--- src/rtl/kov_pkg.sv ---
package kov_pkg;

    localparam int NUM_COLOURS = 8;
    localparam int IDX_W       = $clog2(NUM_COLOURS);
    localparam int PIX_W       = 24;

    typedef struct packed {
        logic [7:0] y;
        logic [7:0] cb;
        logic [7:0] cr;
    } ycc_t;

    localparam ycc_t BLANK_YCC = '{y: 8'd16, cb: 8'd128, cr: 8'd128};

    typedef enum logic [1:0] {
        SRC_BLANK = 2'd0,
        SRC_MAIN  = 2'd1,
        SRC_OVL   = 2'd2,
        SRC_BAR   = 2'd3
    } src_e;

    function automatic logic is_keyed(input logic key, input logic pol);
        return key == pol;
    endfunction

    function automatic ycc_t pick(input src_e s, input ycc_t main_px,
                                  input ycc_t ovl_px, input ycc_t bar_px);
        case (s)
            SRC_MAIN: return main_px;
            SRC_OVL:  return ovl_px;
            SRC_BAR:  return bar_px;
            default:  return BLANK_YCC;
        endcase
    endfunction

endpackage

--- src/rtl/kov_lut.sv ---
module kov_lut
    import kov_pkg::*;
(
    input  logic             clk,
    input  logic             rst,
    input  logic             wr_en,
    input  logic [IDX_W-1:0] wr_idx,
    input  ycc_t             wr_val,
    input  logic [IDX_W-1:0] rd_a_idx,
    input  logic [IDX_W-1:0] rd_b_idx,
    output ycc_t             rd_a_val,
    output ycc_t             rd_b_val
);

    ycc_t entry_q [NUM_COLOURS];

    for (genvar g = 0; g < NUM_COLOURS; g++) begin : g_entry
        always_ff @(posedge clk) begin
            if (rst) begin
                entry_q[g] <= BLANK_YCC;
            end else if (wr_en && (wr_idx == IDX_W'(g))) begin
                entry_q[g] <= wr_val;
            end
        end
    end

    assign rd_a_val = entry_q[rd_a_idx];
    assign rd_b_val = entry_q[rd_b_idx];

    // a written entry holds the written value in the following cycle
    a_r7_write_lands: assert property (@(posedge clk) disable iff (rst)
        wr_en |=> entry_q[$past(wr_idx)] == $past(wr_val));

endmodule

--- src/rtl/kov_bar_gen.sv ---
module kov_bar_gen
    import kov_pkg::*;
#(
    parameter int LINE_W = 720
) (
    input  logic             clk,
    input  logic             rst,
    input  logic             pix_active,
    input  logic             line_start,
    output logic [IDX_W-1:0] bar_idx
);

    localparam int BAR_LEN = (LINE_W / NUM_COLOURS) < 1 ? 1 : (LINE_W / NUM_COLOURS);
    localparam int CNT_W   = $clog2(BAR_LEN + 1);
    localparam logic [IDX_W-1:0] LAST_BAR = IDX_W'(NUM_COLOURS - 1);

    logic [CNT_W-1:0] cnt_q, cur_cnt;
    logic [IDX_W-1:0] bar_q, cur_bar;

    always_comb begin
        cur_cnt = line_start ? '0 : cnt_q;
        cur_bar = line_start ? '0 : bar_q;
    end

    assign bar_idx = cur_bar;

    always_ff @(posedge clk) begin
        if (rst) begin
            cnt_q <= '0;
            bar_q <= '0;
        end else if (pix_active) begin
            if (cur_cnt == CNT_W'(BAR_LEN - 1)) begin
                cnt_q <= '0;
                bar_q <= (cur_bar == LAST_BAR) ? LAST_BAR : cur_bar + 1'b1;
            end else begin
                cnt_q <= cur_cnt + 1'b1;
                bar_q <= cur_bar;
            end
        end else if (line_start) begin
            cnt_q <= '0;
            bar_q <= '0;
        end
    end

    // the bar index only holds, steps by one, or restarts on line_start
    a_r8_bar_step: assert property (@(posedge clk) disable iff (rst)
        !$past(line_start) |->
            (bar_q == $past(bar_q)) || (bar_q == $past(bar_q) + 1'b1));

    // an active line_start pixel leaves the counter in bar 0 or bar 1
    a_r9_restart: assert property (@(posedge clk) disable iff (rst)
        (line_start && pix_active) |=> bar_q == ((BAR_LEN == 1) ? IDX_W'(1) : IDX_W'(0)));

endmodule

--- src/rtl/key_overlay_mux.sv ---
module key_overlay_mux
    import kov_pkg::*;
#(
    parameter int LINE_W = 720
) (
    input  logic        clk,
    input  logic        rst,
    input  logic        pix_active,
    input  logic        line_start,
    input  logic [23:0] main_ycc,
    input  logic        key_in,
    input  logic [2:0]  ovl_code,
    input  logic        cfg_key_pol,
    input  logic        cfg_enc_key_en,
    input  logic        cfg_bar_en,
    input  logic        lut_we,
    input  logic [2:0]  lut_addr,
    input  logic [23:0] lut_wdata,
    output logic [23:0] enc_ycc,
    output logic [23:0] rgb_ycc
);

    ycc_t             ovl_val, bar_val, enc_d, rgb_d, enc_q, rgb_q;
    logic [IDX_W-1:0] bar_idx;
    src_e             enc_src, rgb_src;
    logic             keyed;

    kov_lut u_lut (
        .clk      (clk),
        .rst      (rst),
        .wr_en    (lut_we),
        .wr_idx   (lut_addr),
        .wr_val   (ycc_t'(lut_wdata)),
        .rd_a_idx (ovl_code),
        .rd_b_idx (bar_idx),
        .rd_a_val (ovl_val),
        .rd_b_val (bar_val)
    );

    kov_bar_gen #(.LINE_W(LINE_W)) u_bar (
        .clk        (clk),
        .rst        (rst),
        .pix_active (pix_active),
        .line_start (line_start),
        .bar_idx    (bar_idx)
    );

    always_comb begin
        keyed = is_keyed(key_in, cfg_key_pol);
        if (!pix_active) begin
            enc_src = SRC_BLANK;
            rgb_src = SRC_BLANK;
        end else if (cfg_bar_en) begin
            enc_src = SRC_BAR;
            rgb_src = SRC_BAR;
        end else begin
            rgb_src = keyed ? SRC_OVL : SRC_MAIN;
            enc_src = (keyed && cfg_enc_key_en) ? SRC_OVL : SRC_MAIN;
        end
        enc_d = pick(enc_src, ycc_t'(main_ycc), ovl_val, bar_val);
        rgb_d = pick(rgb_src, ycc_t'(main_ycc), ovl_val, bar_val);
    end

    always_ff @(posedge clk) begin
        if (rst) begin
            enc_q <= BLANK_YCC;
            rgb_q <= BLANK_YCC;
        end else begin
            enc_q <= enc_d;
            rgb_q <= rgb_d;
        end
    end

    assign enc_ycc = enc_q;
    assign rgb_ycc = rgb_q;

    // both paths blank one cycle after an inactive pixel
    a_r2_blank: assert property (@(posedge clk) disable iff (rst)
        !pix_active |=> (enc_ycc == BLANK_YCC) && (rgb_ycc == BLANK_YCC));

    // an unkeyed active pixel passes through on the RGB path
    a_r3_rgb_pass: assert property (@(posedge clk) disable iff (rst)
        (pix_active && !cfg_bar_en && (key_in != cfg_key_pol)) |=> rgb_ycc == $past(main_ycc));

    // with encoder keying off, the encoder path always carries main video
    a_r6_enc_main: assert property (@(posedge clk) disable iff (rst)
        (pix_active && !cfg_bar_en && !cfg_enc_key_en) |=> enc_ycc == $past(main_ycc));

    // in bar mode both paths carry the same colour
    a_r8_paths_match: assert property (@(posedge clk) disable iff (rst)
        (pix_active && cfg_bar_en) |=> enc_ycc == rgb_ycc);

endmodule

--- config.mk ---
export PLATFORM = sky130hd
export DESIGN_NAME = key_overlay_mux
export DESIGN_NICKNAME = d
export VERILOG_FILES = /design/src/rtl/kov_pkg.sv /design/src/rtl/kov_lut.sv /design/src/rtl/kov_bar_gen.sv /design/src/rtl/key_overlay_mux.sv
export SDC_FILE = /design/constraint.sdc
export NUM_CORES = 1
export LEC_CHECK = 0
export BUFFER_PORTS_ARGS = -buffer_cell sky130_fd_sc_hd__buf_4
export CAP_MARGIN = 0
export CELL_PAD_IN_SITES_DETAIL_PLACEMENT = 0
export CELL_PAD_IN_SITES_GLOBAL_PLACEMENT = 1
export CORE_MARGIN = 10
export CORE_UTILIZATION = 23
export DETAILED_ROUTE_END_ITERATION = 16
export GPL_TIMING_DRIVEN = 0
export HOLD_SLACK_MARGIN = 0.03
export PLACE_DENSITY_LB_ADDON = 0.1
export SLEW_MARGIN = 20
export SYNTH_ARGS = -nofsm -noshare
export SYNTH_HDL_FRONTEND = slang
export SYNTH_SLANG_ARGS = --single-unit
--- constraint.sdc ---
create_clock -name clk -period 1.99 [get_ports clk]
set_input_delay 0.0995 -clock clk [delete_from_list [all_inputs] [get_ports clk]]
set_output_delay 0.0995 -clock clk [all_outputs]
set_load 0.005 [all_outputs]
# [Word level (Yosys, flattened, before mapping)]
# Memories as Yosys holds them, arrays and structs flattened.
# Index checks and enable logic that the tools add are counted.
[word_totals] latchBits=0 mem_bits_rw=192 memories=1 out_inout_bits=48 reg_bits=58 romBits=0
[op_classes] muxes=49 div=0 eq_ne=16 bitwise=8 order_cmp=0 n_reduce_logical=10 multipliers=0 n_addsub=2 n_shift=0
[memory_table] name="u_lut.entry_q" words=8 width=24 rd=2 rd_clocked_by_memory_dff=0 wr=8 line_no="kov_lut.sv:15" text="ycc_t entry_q [NUM_COLOURS];"
[ops] cell="two-way mux 24 bit" n=8
[ops] cell="one-hot mux 24 bit (3 select lines)" n=2
[ops] cell="two-way mux 1 bit" n=26
[ops] cell="two-way mux 7 bit" n=3
[ops] cell="== test 3 bit, second input constant" n=5
[ops] cell="two-way mux 2 bit" n=6
[ops] cell="two-way mux 3 bit" n=4
[ops] cell="logical AND 1 bit" n=9
[ops] cell="== test 2 bit, second input constant" n=4
[ops] cell="OR 1 bit" n=8
[ops] cell="adder 7 x 1 -> 7 bit, second input constant" n=1
[ops] cell="== test 7 bit, second input constant" n=1
[ops] cell="== test 3 x 2 -> 1 bit, second input constant" n=2
[ops] cell="== test 2 x 1 -> 1 bit, second input constant" n=2
[ops] cell="adder 3 x 1 -> 3 bit, second input constant" n=1
[ops] cell="== test 3 x 1 -> 1 bit, second input constant" n=1
[ops] cell="zero test 3 bit" n=1
[ops] cell="== test 1 bit" n=1

# [Logic depth before layout (Yosys ltp)]
[logic_depth] ltp_word=7 ltp_mapped=9

# [Cells and area by module]
# Synthesis repeated with hierarchy kept, for this count alone.
[hier_totals] hier_cells=928 area_unflattened_um2=12852.3
[modules_own_cells] module="kov_lut" instances=1 area_per_inst_um2=10132.2 seq_area_each_um2=5765.5 cells_per_inst=631
[modules_own_cells] module="key_overlay_mux" instances=1 area_per_inst_um2=2194.6 seq_area_each_um2=960.9 cells_per_inst=242
[modules_own_cells] module="kov_bar_gen" instances=1 area_per_inst_um2=525.5 seq_area_each_um2=200.2 cells_per_inst=55

# [Least setup slack after synthesis]
# No wires, ideal clock.
[synth_path] path_kind="input -> register" startpoint="in lut_addr[2]" endpoint="mem u_lut.entry_q[5][0] in the netlist's numbering (enable)" required_ns=1.580 path_buffers=1 arrival_ns=1.700 path_stages=3 path_slack_ns=-0.120 path_cell_list="clkbuf_1 nand2_1 o21bai_1"
[synth_rtl] element="start, declared" line_no="key_overlay_mux.sv:17" text="input logic [2:0] lut_addr,"
[synth_rtl] element="end, declared" line_no="kov_lut.sv:15"

# [Worst setup path after layout]
[layout_path] startpoint="reg u_bar.bar_q[2]" endpoint="reg rgb_q (netlist bit rgb_ycc[21])"
[layout_between] elab_chain_cells=3
[layout_rtl] element="start, declared" line_no="kov_bar_gen.sv:18" text="logic [IDX_W-1:0] bar_q, cur_bar;"
[layout_rtl] element="start signal, assigned" line_no="kov_bar_gen.sv:34" text="bar_q <= (cur_bar == LAST_BAR) ? LAST_BAR : cur_bar + 1'b1;"
[layout_rtl] element="start signal, assigned" line_no="kov_bar_gen.sv:37" text="bar_q <= cur_bar;"
[layout_rtl] element="two-way mux 3 bit"
[layout_rtl] element="memory read (8 x 24 bit)"
[layout_rtl] element="one-hot mux 24 bit (3 select lines)" line_no="kov_pkg.sv:28" text="case (s)"
[layout_rtl] element="end signal, assigned" line_no="key_overlay_mux.sv:70" text="rgb_q <= rgb_d;"
[layout_rtl] element="end, declared" line_no="key_overlay_mux.sv:23" text="ycc_t ovl_val, bar_val, enc_d, rgb_d, enc_q, rgb_q;"
# Every way passes these cells.
# A chain may end at the register's enable or synchronous reset.

==> metrics.cfg <==
[grt]
first_global_vias = 9837
grt_usage_pct = 16.5
grt-ovfl-total = 0
antenna_found_initial = 5
grt_pass1_wl_um = 74700
grt_max_degree = 25

[synth]
syn-num-nets = 1107
yosysUniqueCellTypes = 38
ys_warn_count = 0
synth_area_mm2 = 0.0127
syn_avg_cell_area_um2 = 12.2
ys_top_cells_by_area = edfxtp_1 (45%), dfxtp_1 (9.1%), mux4_2 (8.5%), and2_1 (8.3%), mux2i_1 (3.8%)
synth_ff_type = edfxtp_1
netlist.area_leader.share_pct = 45.3
synth_top_area_cell = edfxtp_1
synth_seq_cells = 250
ys_async_sr_fraction_pct = 0
synth_cells = 1041
ys_seq_area_share_pct = 54.4
synth_edf_count = 192

[timing]
relSlewSlack_pct = 20.3
period_needed_ps = 1950
fmax_ghz = 0.513
tightest_slew_ps = 1190
fin_ws_ps = 39.2
finClkSkew_ps = 14.9
final-setup-viol-count = 0
final_hold_viol_count = 0
report.final.slew_viol_count = 0
period_share_pct = 98.0
setup-tns-final_ps = 0
rsz0062_at_grt = true

[run]
drv_cap = 0

[worst_setup_path]
path_class = reg -> reg
end_kind = flop
cp_slowest_cell = dfxtp_1
cp.arrival_ps = 2370
start_kind = flop
worstPathMaxFanout = 10
crit_buf_inv = 2
critPathMaxStageDelay_ps = 380
crit_chain = nor2b_1 > clkbuf_4 > clkbuf_2 > a221o_1 > nand3_1 > a31oi_1
cp.required_ps = 2410
critPathTopFamily = buffers and inverters

[clocking]
h-tree-depth = 2
cts_root_buf = clkbuf_16
insertion_delay_ps = 550
clkTransAtPathRegs_ps = 50
clock_sinks = 250
clockBufferDepth = 3
postCtsSetupBuffers = 0
cts_tree = yes
numCtsBuffers = 35

[routing]
vias_per_cell = 4.67
drt-wirelength-per-cell_um = 26.7
dr.pass1.iters = 6
vias = 9366
ant_nets = 0
routed_wl_um = 53600
drc = 0
first_iter_violations = 773

[placed_design]
place_inst = 1898
post-dp-hpwl_um = 37000
post-place-ws_ps = -1040
gp_congestion = 0.778
port_buffers = 105

[power]
p_int_uw = 10500
pwr-share-seq_pct = 43.8
switching_power_uw = 3400
swShare_pct = 24.5
total_power_uw = 13900
clockPowerShare_pct = 45.7
cellLeakagePower_uw = 0.00560
p_per_area_mw_per_mm2 = 851
ir_drop_uv = 433
combinationalPowerShare_pct = 10.5

[floorplanning]
coreArea_mm2 = 0.0550
die-width_um = 255
io_pins = 111
die_h_um = 255
start_util_pct = 23.1
rows = 86
die_area_mm2 = 0.0651

[status]
status = finished clean

[final_layout]
final_util_pct = 29.7
fin_cells = 2007
fillers = 5610
nets = 1296
area_delta_synth_final_pct = 28.3
drive_gt1_share_pct = 24.6

[min_path]
min_path_type = in -> reg

layout by cell type, fill, tap and decap left out, types with 28 or more instances in the layout:
| cell | netlist | layout |
|---|---|---|
| mux4_2 | 48 | 48 |
| nand2b_1 | 35 | 35 |
| and2_1 | 168 | 168 |
| dfxtp_1 | 58 | 58 |
| dlygate4sd3_1 | 0 | 44 |
| clkbuf_1 | 62 | 39 |
| mux2_2 | 28 | 28 |
| edfxtp_1 | 192 | 192 |
| nand2_1 | 55 | 55 |
| o21ai_0 | 42 | 35 |
| buf_4 | 0 | 109 |
| mux2i_1 | 48 | 48 |
| a31oi_1 | 45 | 41 |
| a22oi_1 | 51 | 51 |
| clkbuf_16 | 0 | 37 |
final cells by class:
cell class                      instances  area (um2)  share of cell area, %
Sequential cell                       250        6930                   42.4
Clock inverter                         10        98.8                  0.606
Timing Repair Buffer                  153        1330                   8.16
Clock buffer                           53        1060                   6.47
Tap cell                              748         936                   5.73
Multi-Input combinational cell        701        5510                   33.7
Buffer                                 84         439                   2.69
Antenna cell                            3        7.51                 0.0460
Inverter                                5        18.8                  0.115
cell families (layout without fill, tap and decap cells):
group | Yosys count | in the layout | share of synthesized area [%]
multiplexers | 124 | 124 | 14.7
flip-flops | 250 | 250 | 54.4
adder cells (fa/ha/maj) | 3 | 3 | 0.295
other | 0 | 3 | 0
AO/OA/AOI/OAI | 207 | 207 | 10.8
AND/OR/NAND/NOR | 359 | 359 | 16.2
XOR/XNOR | 8 | 8 | 0.551
buffers and inverters | 90 | 305 | 2.96
worst reg2reg max path, delay by kind of cell, from the launching register on:
kind                   cells  cell delay [ps]
and+or+nand+nor            2              270
AOI/OAI and AO/OA          2              540
buffers and inverters      2              650
DFF                        1              380
flip-flops by register name, indices dropped and copies added, names as in the netlist:
register / count
u_lut.entry_q: 192
rgb_ycc: 24
u_bar.bar_q: 3
u_bar.cnt_q: 7
enc_ycc: 24
final timing paths:
path	end	startpoint	cells after the start	slack (ps)
worst max register to register	rgb_ycc[21]	u_bar.bar_q[2]	6	40
worst max-delay path	rgb_ycc[21]	u_bar.bar_q[2]	6	40
worst min-delay path	rgb_ycc[1]	main_ycc[1]	3	70
worst min register to register	u_bar.cnt_q[6]	u_bar.cnt_q[6]	2	510
metal layers:
| layer | global-route usage (%) | vias up | share of wire, % |
|---|---|---|---|
| met4 | 5.25 | 2 | 2.5 |
| met2 | 27.7 | 295 | 48 |
| met5 | 0 | - | 0.019 |
| met1 | 20.7 | 4677 | 43 |
| li1 | - | 4323 | - |
| met3 | 3.48 | 69 | 6.1 |
power by group through the flow:
stage	combinational, uW	clock, uW	sequential (uW)
after global routing	1560	6730	6130
after floorplan	727	0	6150
after CTS	1480	6520	6090
after detailed placement	1400	0	6200
after global placement	1360	0	6200
final	1450	6350	6090
what timing repair did:
action	CTS	global route
pin swaps	0	1
hold buffers	44	0
resized for setup	51	21
hold endpoints to repair	236	0
gates cloned	0	0
endpoints found under the setup margin	58	65
stage by stage:
| step | cell area [um2] | hold slack (ps) |
|---|---|---|
| after global placement | 14500 | 389 |
| after floorplan | 12700 | 271 |
| final | 16300 | 73.5 |
| after detailed placement | 14600 | 384 |
| after global routing | 16300 | 49.5 |
| after CTS | 16300 | 61.1 |
synthesized netlist by cell type, types with 4 or more instances:
cell type	instances
mux4_2	48
nand3b_1	21
and2_1	168
dfxtp_1	58
edfxtp_1	192
nor2_1	21
o21bai_1	4
a221o_1	21
a31o_2	4
nand3_1	21
nor2b_1	5
xnor2_1	5
a31oi_1	45
mux2_2	28
buf_2	13
a22oi_1	51
mux2i_1	48
nand2_1	55
nand2b_1	35
o21ai_0	42
a21oi_1	28
inv_1	5
o211ai_1	6
or3_1	19
buf_1	7
clkbuf_1	62
No activity file was read; power rests on OpenSTA's default activity.
